--- src/rtl/irq_arb_pkg.sv ---
package irq_arb_pkg;
  localparam int NSRC   = 7;
  localparam int FLAG_W = 9;
  localparam int IDX_W  = $clog2(NSRC);
  localparam int VEC_W  = 16;
  localparam int SSC_IDX = NSRC - 1;

  // vector address for a source index (enable-register position)
  function automatic logic [VEC_W-1:0] vec_of(input int unsigned idx);
    if (idx == SSC_IDX) return VEC_W'(16'h0043);
    return VEC_W'(3 + 8 * idx);
  endfunction

  // source index polled at rank k (rank 0 first)
  function automatic int unsigned poll_src(input int unsigned k);
    if (k == 0) return 0;
    if (k == 1) return SSC_IDX;
    return k - 1;
  endfunction
endpackage

--- src/rtl/irq_src_map.sv ---
module irq_src_map
  import irq_arb_pkg::*;
(
  input  logic [FLAG_W-1:0] flag_in,
  output logic [NSRC-1:0]   src
);
  always_comb begin
    src[0] = flag_in[0];
    src[1] = flag_in[1];
    src[2] = flag_in[2];
    src[3] = flag_in[3];
    src[4] = flag_in[4] | flag_in[5];
    src[5] = flag_in[6] | flag_in[7];
    src[6] = flag_in[8];
  end
endmodule

--- src/rtl/irq_poll_pick.sv ---
module irq_poll_pick
  import irq_arb_pkg::*;
(
  input  logic [NSRC-1:0]  mask,
  output logic             any,
  output logic [IDX_W-1:0] idx
);
  always_comb begin
    any = 1'b0;
    idx = '0;
    for (int k = NSRC - 1; k >= 0; k--) begin
      if (mask[poll_src(k)]) begin
        any = 1'b1;
        idx = IDX_W'(poll_src(k));
      end
    end
  end
endmodule

--- src/rtl/irq_svc_track.sv ---
module irq_svc_track (
  input  logic clk,
  input  logic rst_n,
  input  logic grant,
  input  logic grant_hi,
  input  logic reti,
  output logic isr_hi,
  output logic isr_lo
);
  logic hi_nx, lo_nx;

  always_comb begin
    hi_nx = isr_hi;
    lo_nx = isr_lo;
    if (reti) begin
      if (isr_hi) hi_nx = 1'b0;
      else        lo_nx = 1'b0;
    end
    if (grant) begin
      if (grant_hi) hi_nx = 1'b1;
      else          lo_nx = 1'b1;
    end
  end

  always_ff @(posedge clk or negedge rst_n) begin
    if (!rst_n) begin
      isr_hi <= 1'b0;
      isr_lo <= 1'b0;
    end else begin
      isr_hi <= hi_nx;
      isr_lo <= lo_nx;
    end
  end
endmodule

--- src/rtl/irq_arbiter.sv ---
module irq_arbiter
  import irq_arb_pkg::*;
(
  input  logic              clk,
  input  logic              rst_n,
  input  logic              sample_en,
  input  logic [FLAG_W-1:0] flag_in,
  input  logic [7:0]        en_reg,
  input  logic [7:0]        pri_reg,
  input  logic              ack,
  input  logic              reti,
  output logic              irq_req,
  output logic [VEC_W-1:0]  irq_vec
);
  logic [NSRC-1:0]  src, pending;
  logic [NSRC-1:0]  lvl_mask [2];
  logic             lvl_any  [2];
  logic [IDX_W-1:0] lvl_idx  [2];
  logic             hi_any, lo_any, take_hi, take_lo, win_valid, grant;
  logic [IDX_W-1:0] win_idx;
  logic             isr_hi, isr_lo, lvl_q;

  irq_src_map u_map (.flag_in(flag_in), .src(src));

  assign pending     = src & en_reg[NSRC-1:0] & {NSRC{en_reg[7]}};
  assign lvl_mask[1] = pending & pri_reg[NSRC-1:0];
  assign lvl_mask[0] = pending & ~pri_reg[NSRC-1:0];

  for (genvar lv = 0; lv < 2; lv++) begin : g_lvl
    irq_poll_pick u_pick (.mask(lvl_mask[lv]), .any(lvl_any[lv]), .idx(lvl_idx[lv]));
  end

  assign hi_any    = lvl_any[1];
  assign lo_any    = lvl_any[0];
  assign take_hi   = hi_any && !isr_hi;
  assign take_lo   = !hi_any && lo_any && !isr_hi && !isr_lo;
  assign win_valid = take_hi || take_lo;
  assign win_idx   = take_hi ? lvl_idx[1] : lvl_idx[0];
  assign grant     = ack && irq_req;

  always_ff @(posedge clk or negedge rst_n) begin
    if (!rst_n) begin
      irq_req <= 1'b0;
      irq_vec <= '0;
      lvl_q   <= 1'b0;
    end else if (grant) begin
      irq_req <= 1'b0;
    end else if (sample_en && !irq_req && win_valid) begin
      irq_req <= 1'b1;
      irq_vec <= vec_of(win_idx);
      lvl_q   <= take_hi;
    end
  end

  irq_svc_track u_svc (
    .clk(clk), .rst_n(rst_n), .grant(grant), .grant_hi(lvl_q),
    .reti(reti), .isr_hi(isr_hi), .isr_lo(isr_lo)
  );
endmodule

--- config.mk ---
export PLATFORM = sky130hd
export DESIGN_NAME = irq_arbiter
export DESIGN_NICKNAME = d
export VERILOG_FILES = /design/src/rtl/irq_arb_pkg.sv /design/src/rtl/irq_src_map.sv /design/src/rtl/irq_poll_pick.sv /design/src/rtl/irq_svc_track.sv /design/src/rtl/irq_arbiter.sv
export SDC_FILE = /design/constraint.sdc
export NUM_CORES = 1
export LEC_CHECK = 0
export CAP_MARGIN = 20
export CORE_UTILIZATION = 33
export CTS_CLUSTER_SIZE = 8
export DETAILED_ROUTE_END_ITERATION = 7
export GPL_TIMING_DRIVEN = 1
export PLACE_DENSITY_LB_ADDON = 0.12
export SYNTH_ARGS = -nofsm -noshare
export SYNTH_HDL_FRONTEND = slang
export SYNTH_SLANG_ARGS = --single-unit
--- constraint.sdc ---
create_clock -name clk -period 1.6 [get_ports clk]
set_clock_uncertainty 0.15 [all_clocks]
set_input_delay 0.32 -clock clk [delete_from_list [all_inputs] [get_ports clk]]
set_output_delay 0.32 -clock clk [all_outputs]
set_load 0.02 [all_outputs]
==> metrics.txt, run 1 <==
peak supply drop 0.517 mV; initial antenna violation count 0; Hold Buf Count CTS 0; Ys Warns 0; final-layout fill cell count 218; number of synthesized register bits 9; H-tree levels 1; first-pass GRT wire length 3550 um; TritonRoute pass-1 iters 4; Seq pwr share 33.4%; clock insertion delay at the later pin of the skew report 260 ps; WL per Instance 12.8 um; RR Startpoint u_svc.isr_hi; Pins Over Slew Limit 0; FF-to-FF setup slack -190 ps; CTS clock-pin slew for the worst setup and hold paths 60 ps; GPL Wtd Cong 0.810; Startpoint Class input pin; PwrDens 809 nW/um2; CP startpoint flag_in[4]; routed via count 887; mean post-synth cell area 8.99 um2; Post-Layout Inst Area 1360 um2; GRT Total Usage 17.9%; Required @ worst endpoint 1600 ps; Chip Width 51.8 um; Synth async-reset ratio 100%; Post-DRT Antenna Nets 0; CTS tree done; Seq/Total Area, Yosys 27.5%; crit-path max FO 6; critical path class in2reg; initial cell density of the core 36.0%; Multi-input gate area 606 um2; post-synthesis instance area 818 um2; maximum root-to-sink buffer count 2; register area 225 um2; worst slack at placement -986 ps; I/O pin total 47; Synth-to-Final Area Change 65.6%; sw frac 39.3%; 1st-iter DRT viols 9; # port buffers 35; Static Leak 0.000652 uW; antenna cell count 0; Cell Int Power 666 uW; RSZ-0062 raised after global routing true; Syn Inst Count 91; Setup crit end irq_vec[3]; cells on worst reg2reg path 4; Layout Nets 174; Worst Path Arrival 2010 ps; FF-to-FF End irq_vec[5]; die area 2680 um2; pin count of the biggest net entering global routing 10; Max Cap Violations 0; # DRC 0; failing checks setup timing; final worst path period share 126%; final setup violation count 7; WL final 2200 um; EDFF count, synth 0; CTS Sinks 9; outcome complete, but fails checks; clock share of power 16.3%; switching power 431 uW; Hold Crit Class in2async; Final Worst Setup Slack -410 ps; combinational share of power 50.3%; clock root cell clkbuf_4; Die Y 51.8 um; Synth Flop Type dfrtp_1; layout cell share with drive strength beyond 1 35.0%; GR Overflow Total 0; Fin. Hold Viols 0; min cycle time layout 2010 ps; Placed Area 1250 um2; vias per inst 5.19; Fmax 498 MHz; number of global-route vias before repair 885; Netlist cell types 40; CTS Buf Count 3; CP endpoint kind register; DP Wirelength 1720 um; most frequent cells in the layout dlygate4sd2_1 (14), buf_4 (14), conb_1 (10); num rows 17; core area 2280 um2
==> worst max-delay path, cell delays in order <==
cell and delay (ps):
buf_6 100, o2111a_1 260, or4b_4 570, o31ai_4 430, mux2_4 330
==> stage by stage <==
| step | hold WS [ps] | util (%) | TNS, ps | std cells | power (uW) |
|---|---|---|---|---|---|
| 6_report | 206 | 59.5 | -2420 | 171 | 1100 |
| 5_1_grt | 235 | 59.5 | -2770 | 171 | 1170 |
| 4_1_cts | 217 | 58.5 | -2290 | 172 | 1070 |
| 3_5_place_dp | 330 | 54.8 | -6500 | 164 | 902 |
| 3_3_place_gp | 309 | 54.8 | -6300 | 164 | 889 |
| 2_1_floorplan | -126 | - | -1710 | 100 | 668 |
==> synthesized netlist by cell type (all sizes together) (2+ instances only) <==
library cell,n,area (um2)
a21boi,2,15.0
a21oi,3,15.0
and3,3,18.8
and4,2,20.0
and4b,2,20.0
buf,13,105
dfrtp,9,225
inv,4,15.0
nand2,6,22.5
nand2b,2,12.5
nand3,2,10.0
nand4,3,18.8
nand4b,4,35.0
nor2,3,11.3
o2111ai,2,17.5
o21ai,7,35.0
o22a,2,17.5
o31ai,3,36.3
or2,2,12.5
==> cells by family (layout without fill, tap and decap cells) <==
family	Yosys count	in the layout	synth area share (%)
AOI/OAI and AO/OA	29	29	28.1
buffers and inverters	17	60	14.7
DFF	9	9	27.5
muxes	1	1	1.38
other	1	10	0.458
and+or+nand+nor	34	34	27.8
==> repair_timing <==
item,CTS,global route
pin swaps,13,15
buffers inserted,4,0
resized for setup,62,24
endpoints found under the setup margin,14,7
==> state kept, by name (all words and copies together), names as in the netlist <==
register,cells
irq_vec,5
u_svc.isr_hi,1
lvl_q,1
irq_req,1
u_svc.isr_lo,1
==> worst min-delay path by stage <==
stage,startpoint,end,slack (ps),depth (start not counted)
after floorplan,rst_n,irq_req,-130,0
after global placement,irq_vec[6],irq_vec[6],310,1
after detailed placement,irq_vec[6],irq_vec[6],330,1
after CTS,rst_n,irq_vec[6],220,1
after global routing,rst_n,irq_vec[1],240,1
final,rst_n,irq_vec[1],210,1
==> metal layers <==
metal / global-route usage (%) / share of wire [%] / vias up
met2: 30.1 / 51 / 34
met4: 9.46 / 1.7 / 0
li1: - / - / 436
met3: 5.56 / 6.3 / 6
met5: 0 / 0 / -
met1: 20.0 / 41 / 411
==> area by class of cell <==
type	count	area share, %
Clock buffer	4	1.94
Inverter	4	1.11
Multi-Input combinational cell	74	44.7
Sequential cell	9	16.6
Tap cell	28	2.59
Timing Repair Buffer	52	33.1
==> power groups by stage <==
stage | combinational (uW) | sequential (uW) | clock, uW
final | 552 | 366 | 178
after detailed placement | 535 | 367 | 0
after global placement | 526 | 363 | 0
after floorplan | 257 | 411 | 0
after global routing | 600 | 375 | 199
after CTS | 519 | 364 | 184
Note: power is estimated with default switching activity, not from simulation.
==> run 2, diff against run 1 <==
--- a/config.mk
+++ b/config.mk
@@ -6,7 +6,7 @@
 export NUM_CORES = 1
 export LEC_CHECK = 0
 export CAP_MARGIN = 20
-export CORE_UTILIZATION = 33
+export CORE_UTILIZATION = 34
 export CTS_CLUSTER_SIZE = 8
 export DETAILED_ROUTE_END_ITERATION = 7
 export GPL_TIMING_DRIVEN = 1
==> run 2 against run 1 <==
  * Sequential power fell by 2%
  * The run still ends with setup timing left
  * Sequential cell count did not move
  * Clock power barely moved
  * Critical endpoint unchanged
  * Via count rose by 0.79%
  * Total power rose by 1.1%
  * Critical path type unchanged
==> metrics.txt, run 2 (synthesized netlist as in run 1, its figures left out) <==
critical path class in2reg (unchanged); Reg with most FFs irq_vec (unchanged); Fin. Hold Viols 0 (unchanged); I/O pin total 47 (unchanged); Required @ worst endpoint 1590 ps (was 1600 ps); WL per Instance 12.8 um (about the same); routed via count 894 (was 887); initial cell density of the core 36.6% (was 36.0%); Sum Neg Setup Slack -1320 ps (was -2420 ps); GRT Total Usage 16.9% (was 17.9%); layout cell share with drive strength beyond 1 39.2% (was 35.0%); FF-to-FF End irq_vec[4] (was irq_vec[5]); # port buffers 35 (unchanged); final-layout fill cell count 203 (was 218); PwrDens 824 nW/um2 (was 809 nW/um2); vias per inst 5.23 (was 5.19); RR Startpoint u_svc.isr_hi (unchanged); pin count of the biggest net entering global routing 12 (was 10); Max Cap Violations 0 (unchanged); crit-path max FO 5 (was 6); final worst path period share 120% (was 126%); FF-to-FF setup slack -110 ps (was -190 ps); # DRC 0 (unchanged); leading cell type in the layout, fill and taps excluded buf_4; Post-Layout Inst Area 1350 um2 (was 1360 um2); final setup violation count 7 (unchanged); antenna cell count 0 (unchanged); Fmax 522 MHz (was 498 MHz); Hold Crit Class in2async (unchanged); GR Layer Usage met3 5.36% (was 5.56%); CP endpoint kind register (unchanged); Chip Width 51.1 um (was 51.8 um); Die Y 51.1 um (was 51.8 um); min cycle time layout 1920 ps (was 2010 ps); first-pass GRT wire length 3320 um (was 3550 um); maximum root-to-sink buffer count 2 (unchanged); outcome complete, but fails checks (unchanged); clock root cell clkbuf_4 (unchanged); DP Wirelength 1660 um (was 1720 um); failing checks setup timing (unchanged); Layout Nets 174 (unchanged); CP startpoint flag_in[8] (was flag_in[4]); num rows 17 (unchanged); CTS Sinks 9 (unchanged); TritonRoute pass-1 iters 4 (unchanged); GR Overflow Total 0 (unchanged); WL final 2190 um (was 2200 um); cells on worst reg2reg path 7 (was 4); GPL Wtd Cong 0.758 (was 0.810); met1 Usage GRT 20.3% (was 20.0%); Largest register FFs 5 (unchanged); Post-DRT Antenna Nets 0 (unchanged); core area 2230 um2 (was 2280 um2); Fin Hold WS 204 ps (was 206 ps); CTS tree done (unchanged); most frequent cells in the layout buf_4 (16), conb_1 (10), dlygate4sd2_1 (10) (was dlygate4sd2_1 (14), buf_4 (14), conb_1 (10)); Pins Over Slew Limit 0 (unchanged); Hold Buf Count CTS 0 (unchanged); clock insertion delay at the later pin of the skew report 260 ps (about the same); 1st-iter DRT viols 17 (was 9); GRT Max-Usage Layer met2 (unchanged); Synth-to-Final Area Change 64.5% (was 65.6%); Static Leak 0.000620 uW (was 0.000652 uW); H-tree levels 1 (unchanged); Placed Area 1240 um2 (was 1250 um2); number of global-route vias before repair 817 (was 885); Startpoint Class input pin (unchanged); RSZ-0062 raised after global routing true (unchanged); CTS Buf Count 3 (unchanged); CTS clock-pin slew for the worst setup and hold paths 60 ps (about the same); GRT met2 Usage 27.4% (was 30.1%); die area 2610 um2 (was 2680 um2); initial antenna violation count 0 (unchanged); Worst Path Arrival 1910 ps (was 2010 ps); Final Worst Setup Slack -315 ps (was -410 ps); peak supply drop 0.654 mV (was 0.517 mV)
==> run 2: cell types whose count changed in the layout (fill, tap and decap cells not counted), sizes merged <==
cell / before / now
dlymetal6s2s: 3 / 0
dlygate4sd2: 14 / 10
clkbuf: 10 / 11
buf: 21 / 23
clkdlybuf4s15: 4 / 8
==> run 2: through the flow <==
stage	utilization [%]	total power [uW]	setup WS, ps	cells
finish	60.3	1110	-315	171
global route	60.3	1180	-341	171
CTS	58.9	1070	-365	170
detailed placement	55.5	893	-1130	163
global placement	55.5	885	-1100	163
floorplan	-	668	-417	100
==> run 2: where the power goes <==
part	internal (uW)	leakage [uW]	switching (uW)
Clock	96.1	0.0000150	79.5
Combinational	280	0.000491	296
Sequential	304	0.000114	54.2
Total	679	0.000620	430
==> run 2: area by class of cell <==
| class | count | area (um2) | area share [%] |
|---|---|---|---|
| repair buffers | 52 | 423 | 31.4 |
| flip-flops and latches | 9 | 225 | 16.7 |
| multi-input cells | 74 | 622 | 46.2 |
| clock buffers | 4 | 26.3 | 1.95 |
| well taps | 28 | 35.0 | 2.60 |
| inverters | 4 | 15.0 | 1.12 |
==> run 2: timing repair <==
action                                 CTS  global route
setup endpoints to repair               14             7
buffers inserted                         3             2
endpoints found under the hold margin    0             0
pin swaps                               17            15
resized for setup                       72            26
==> run 2: per-layer routing <==
metal	vias to the layer above	part of all wire [%]
met5	-	0
met4	0	0.59
met3	2	4.8
met2	33	52
met1	418	43
li1	441	-
==> run 2: worst max-delay path by stage <==
stage,endpoint,slack [ps],depth (start not counted)
after floorplan,irq_vec[3],-420,5
after global placement,irq_vec[4],-1100,9
after detailed placement,irq_vec[4],-1130,7
after CTS,irq_vec[3],-370,5
after global routing,irq_vec[3],-340,6
final,irq_vec[3],-320,6
==> run 2: worst max-delay path, stage by stage <==
cell and delay, ps:
clkdlybuf4s15_1 180, and4_1 210, or4b_4 520, o31ai_4 230
buf_6 160, mux2_4 290
==> run 3, diff against run 2 <==
--- a/config.mk
+++ b/config.mk
@@ -10,7 +10,7 @@
 export CTS_CLUSTER_SIZE = 8
 export DETAILED_ROUTE_END_ITERATION = 7
 export GPL_TIMING_DRIVEN = 1
-export PLACE_DENSITY_LB_ADDON = 0.12
+export PLACE_DENSITY = 0.75
 export SYNTH_ARGS = -nofsm -noshare
 export SYNTH_HDL_FRONTEND = slang
 export SYNTH_SLANG_ARGS = --single-unit
==> run 3 against run 2 <==
  * The flow still finishes with violations (setup timing)
  * Sequential cell count is the same
  * Sequential share of layout area is 0.45 points higher
  * Setup slack got worse by 44 ps
  * Die area unchanged
  * Maximum frequency fell by 2.2%
  * Register-to-register slack hardly changed
  * First-iteration DRC count down 12%
  * Routed wire length shrank 0.69%
  * Utilization is 1.6 points lower
  * Clock power down 6%
==> metrics.txt, run 3 (synthesized netlist as in run 1, its figures left out) <==
1st-iter DRT viols 15 (was 17); CTS clock-pin slew for the worst setup and hold paths 60 ps (about the same); Sum Neg Setup Slack -2080 ps (was -1320 ps); TritonRoute pass-1 iters 4 (unchanged); Multi-input gate area 566 um2 (was 622 um2); Setup crit end irq_vec[3] (unchanged); GR Overflow Total 0 (unchanged); WL per Instance 12.8 um (about the same); FF-to-FF setup slack -120 ps (was -110 ps); maximum root-to-sink buffer count 2 (unchanged); Largest register FFs 5 (unchanged); Metal-1 WL 876 um (was 935 um); clock insertion delay at the later pin of the skew report 250 ps (was 260 ps); register area 225 um2 (unchanged); final worst path period share 122% (was 120%); PwrDens 798 nW/um2 (was 824 nW/um2); slowest stage delay, CP 550 ps (was 520 ps); leading cell type in the layout, fill and taps excluded dlygate4sd2_1 (was buf_4); die area 2610 um2 (unchanged); Post-Layout Inst Area 1310 um2 (was 1350 um2); pin count of the biggest net entering global routing 10 (was 12); Fin Hold WS 205 ps (was 204 ps); Final Worst Setup Slack -359 ps (was -315 ps); Hold Buf Count CTS 0 (unchanged); GPL Wtd Cong 0.825 (was 0.758); worst slack at placement -983 ps (was -1130 ps); crit-path max FO 5 (unchanged); FF-to-FF End irq_vec[5] (was irq_vec[4]); CTS Sinks 9 (unchanged); DP Cell Count 162 (was 163); Fmax 511 MHz (was 522 MHz); Worst Path Arrival 1940 ps (was 1910 ps); WP depth 5 (was 6); initial cell density of the core 36.6% (unchanged); H-tree levels 1 (unchanged); CTS tree done (unchanged); Fin. Hold Viols 0 (unchanged); # DRC 0 (unchanged); most frequent cells in the layout dlygate4sd2_1 (19), buf_4 (12), conb_1 (10) (was buf_4 (16), conb_1 (10), dlygate4sd2_1 (10)); core area 2230 um2 (unchanged); outcome complete, but fails checks (unchanged); clock root cell clkbuf_4 (unchanged); GRT Total Usage 17.2% (was 16.9%); layout cell share with drive strength beyond 1 29.8% (was 39.2%); Max Cap Violations 0 (unchanged); Static Leak 0.000621 uW (was 0.000620 uW); RSZ-0062 raised after global routing true (unchanged); wire length on met3 162 um (was 104 um); Reg with most FFs irq_vec (unchanged); initial antenna violation count 0 (unchanged); Placed Area 1230 um2 (was 1240 um2); routed via count 890 (was 894); CTS Buf Count 3 (unchanged); Pins Over Slew Limit 0 (unchanged); I/O pin total 47 (unchanged); CP startpoint flag_in[0] (was flag_in[8]); Post-DRT Antenna Nets 0 (unchanged); RR Startpoint u_svc.isr_hi (unchanged); DP Wirelength 1760 um (was 1660 um); Chip Width 51.1 um (unchanged); min cycle time layout 1960 ps (was 1920 ps); Required @ worst endpoint 1580 ps (was 1590 ps); critical path class in2reg (unchanged); slowest CP cell or4b_4 (unchanged); vias per inst 5.27 (was 5.23); WL final 2170 um (was 2190 um); num rows 17 (unchanged); first-pass GRT wire length 3440 um (was 3320 um); peak supply drop 0.545 mV (was 0.654 mV); # port buffers 35 (unchanged); CP endpoint kind register (unchanged); number of global-route vias before repair 843 (was 817); Highest Signal Layer met4 (unchanged); failing checks setup timing (unchanged); Die Y 51.1 um (unchanged); Startpoint Class input pin (unchanged); final setup violation count 7 (unchanged); critical path's top delay family simple AND/OR/NAND/NOR gates (unchanged); Hold Crit Class in2async (unchanged); CP bufs+invs 1 (was 2); Met2 Routed Length 1110 um (was 1130 um); antenna cell count 0 (unchanged); cells on worst reg2reg path 4 (was 7); post-route insts no fill 169 (was 171); crit path cell chain dlygate4sd2_1 -> and4_4 -> or4b_4 -> o31ai_4 -> mux2_4 (was clkdlybuf4s15_1 -> and4_1 -> or4b_4 -> o31ai_4 -> buf_6 -> mux2_4); final-layout fill cell count 225 (was 203); Synth-to-Final Area Change 60.2% (was 64.5%); Layout Nets 172 (was 174)
[run 3: cell count changes in the layout (fill, tap and decap cells not counted), sizes merged]
cell           before  now
dlygate4sd2        10   19
clkbuf             11    5
clkdlybuf4s15       8    6
buf                23   20
[run 3: final cells by class]
class                      instances  area share [%]
inverter                           4            1.15
timing repair buffer              50            33.9
multi-input combinational         74            43.1
tap                               28            2.67
sequential                         9            17.2
clock buffer                       4            2.00
[run 3: worst min path at each step]
stage	to	startpoint	depth (start not counted)	slack [ps]
2_1_floorplan	irq_req	rst_n	0	-130
3_3_place_gp	irq_vec[6]	irq_vec[6]	1	310
3_5_place_dp	irq_vec[5]	irq_vec[5]	2	320
4_1_cts	irq_vec[1]	rst_n	1	210
5_1_grt	irq_req	rst_n	1	240
6_report	u_svc.isr_hi	rst_n	1	200
[run 3: power by group]
group	leakage [uW]	switching, uW	internal [uW]
Clock	0.0000150	70.0	95.5
Sequential	0.000114	55.2	304
Combinational	0.000492	269	253
[run 3: what timing repair did]
item | in CTS | in global routing
resized for setup | 68 | 6
pin swaps | 15 | 5
endpoints found under the setup margin | 14 | 7
hold endpoints to repair | 0 | 0
buffers inserted | 3 | 0
[run 3: through the flow]
stage               total power [uW]  utilization, %
finish                          1050            58.7
global route                    1120            58.7
CTS                             1050            58.7
detailed placement               898            55.2
global placement                 886            55.2
floorplan                        668               -
[run 3: layer usage]
metal	vias up	GRT usage (%)
li1	434	-
met1	403	17.9
met2	51	34.9
met4	0	6.02
met5	-	0
met3	2	1.49
[run 3: worst reg2reg max path, delay by kind of cell (launching register included)]
family / cells / cell delay (ps)
flip-flops: 1 / 420
AND/OR/NAND/NOR: 2 / 470
AO/OA/AOI/OAI: 2 / 570
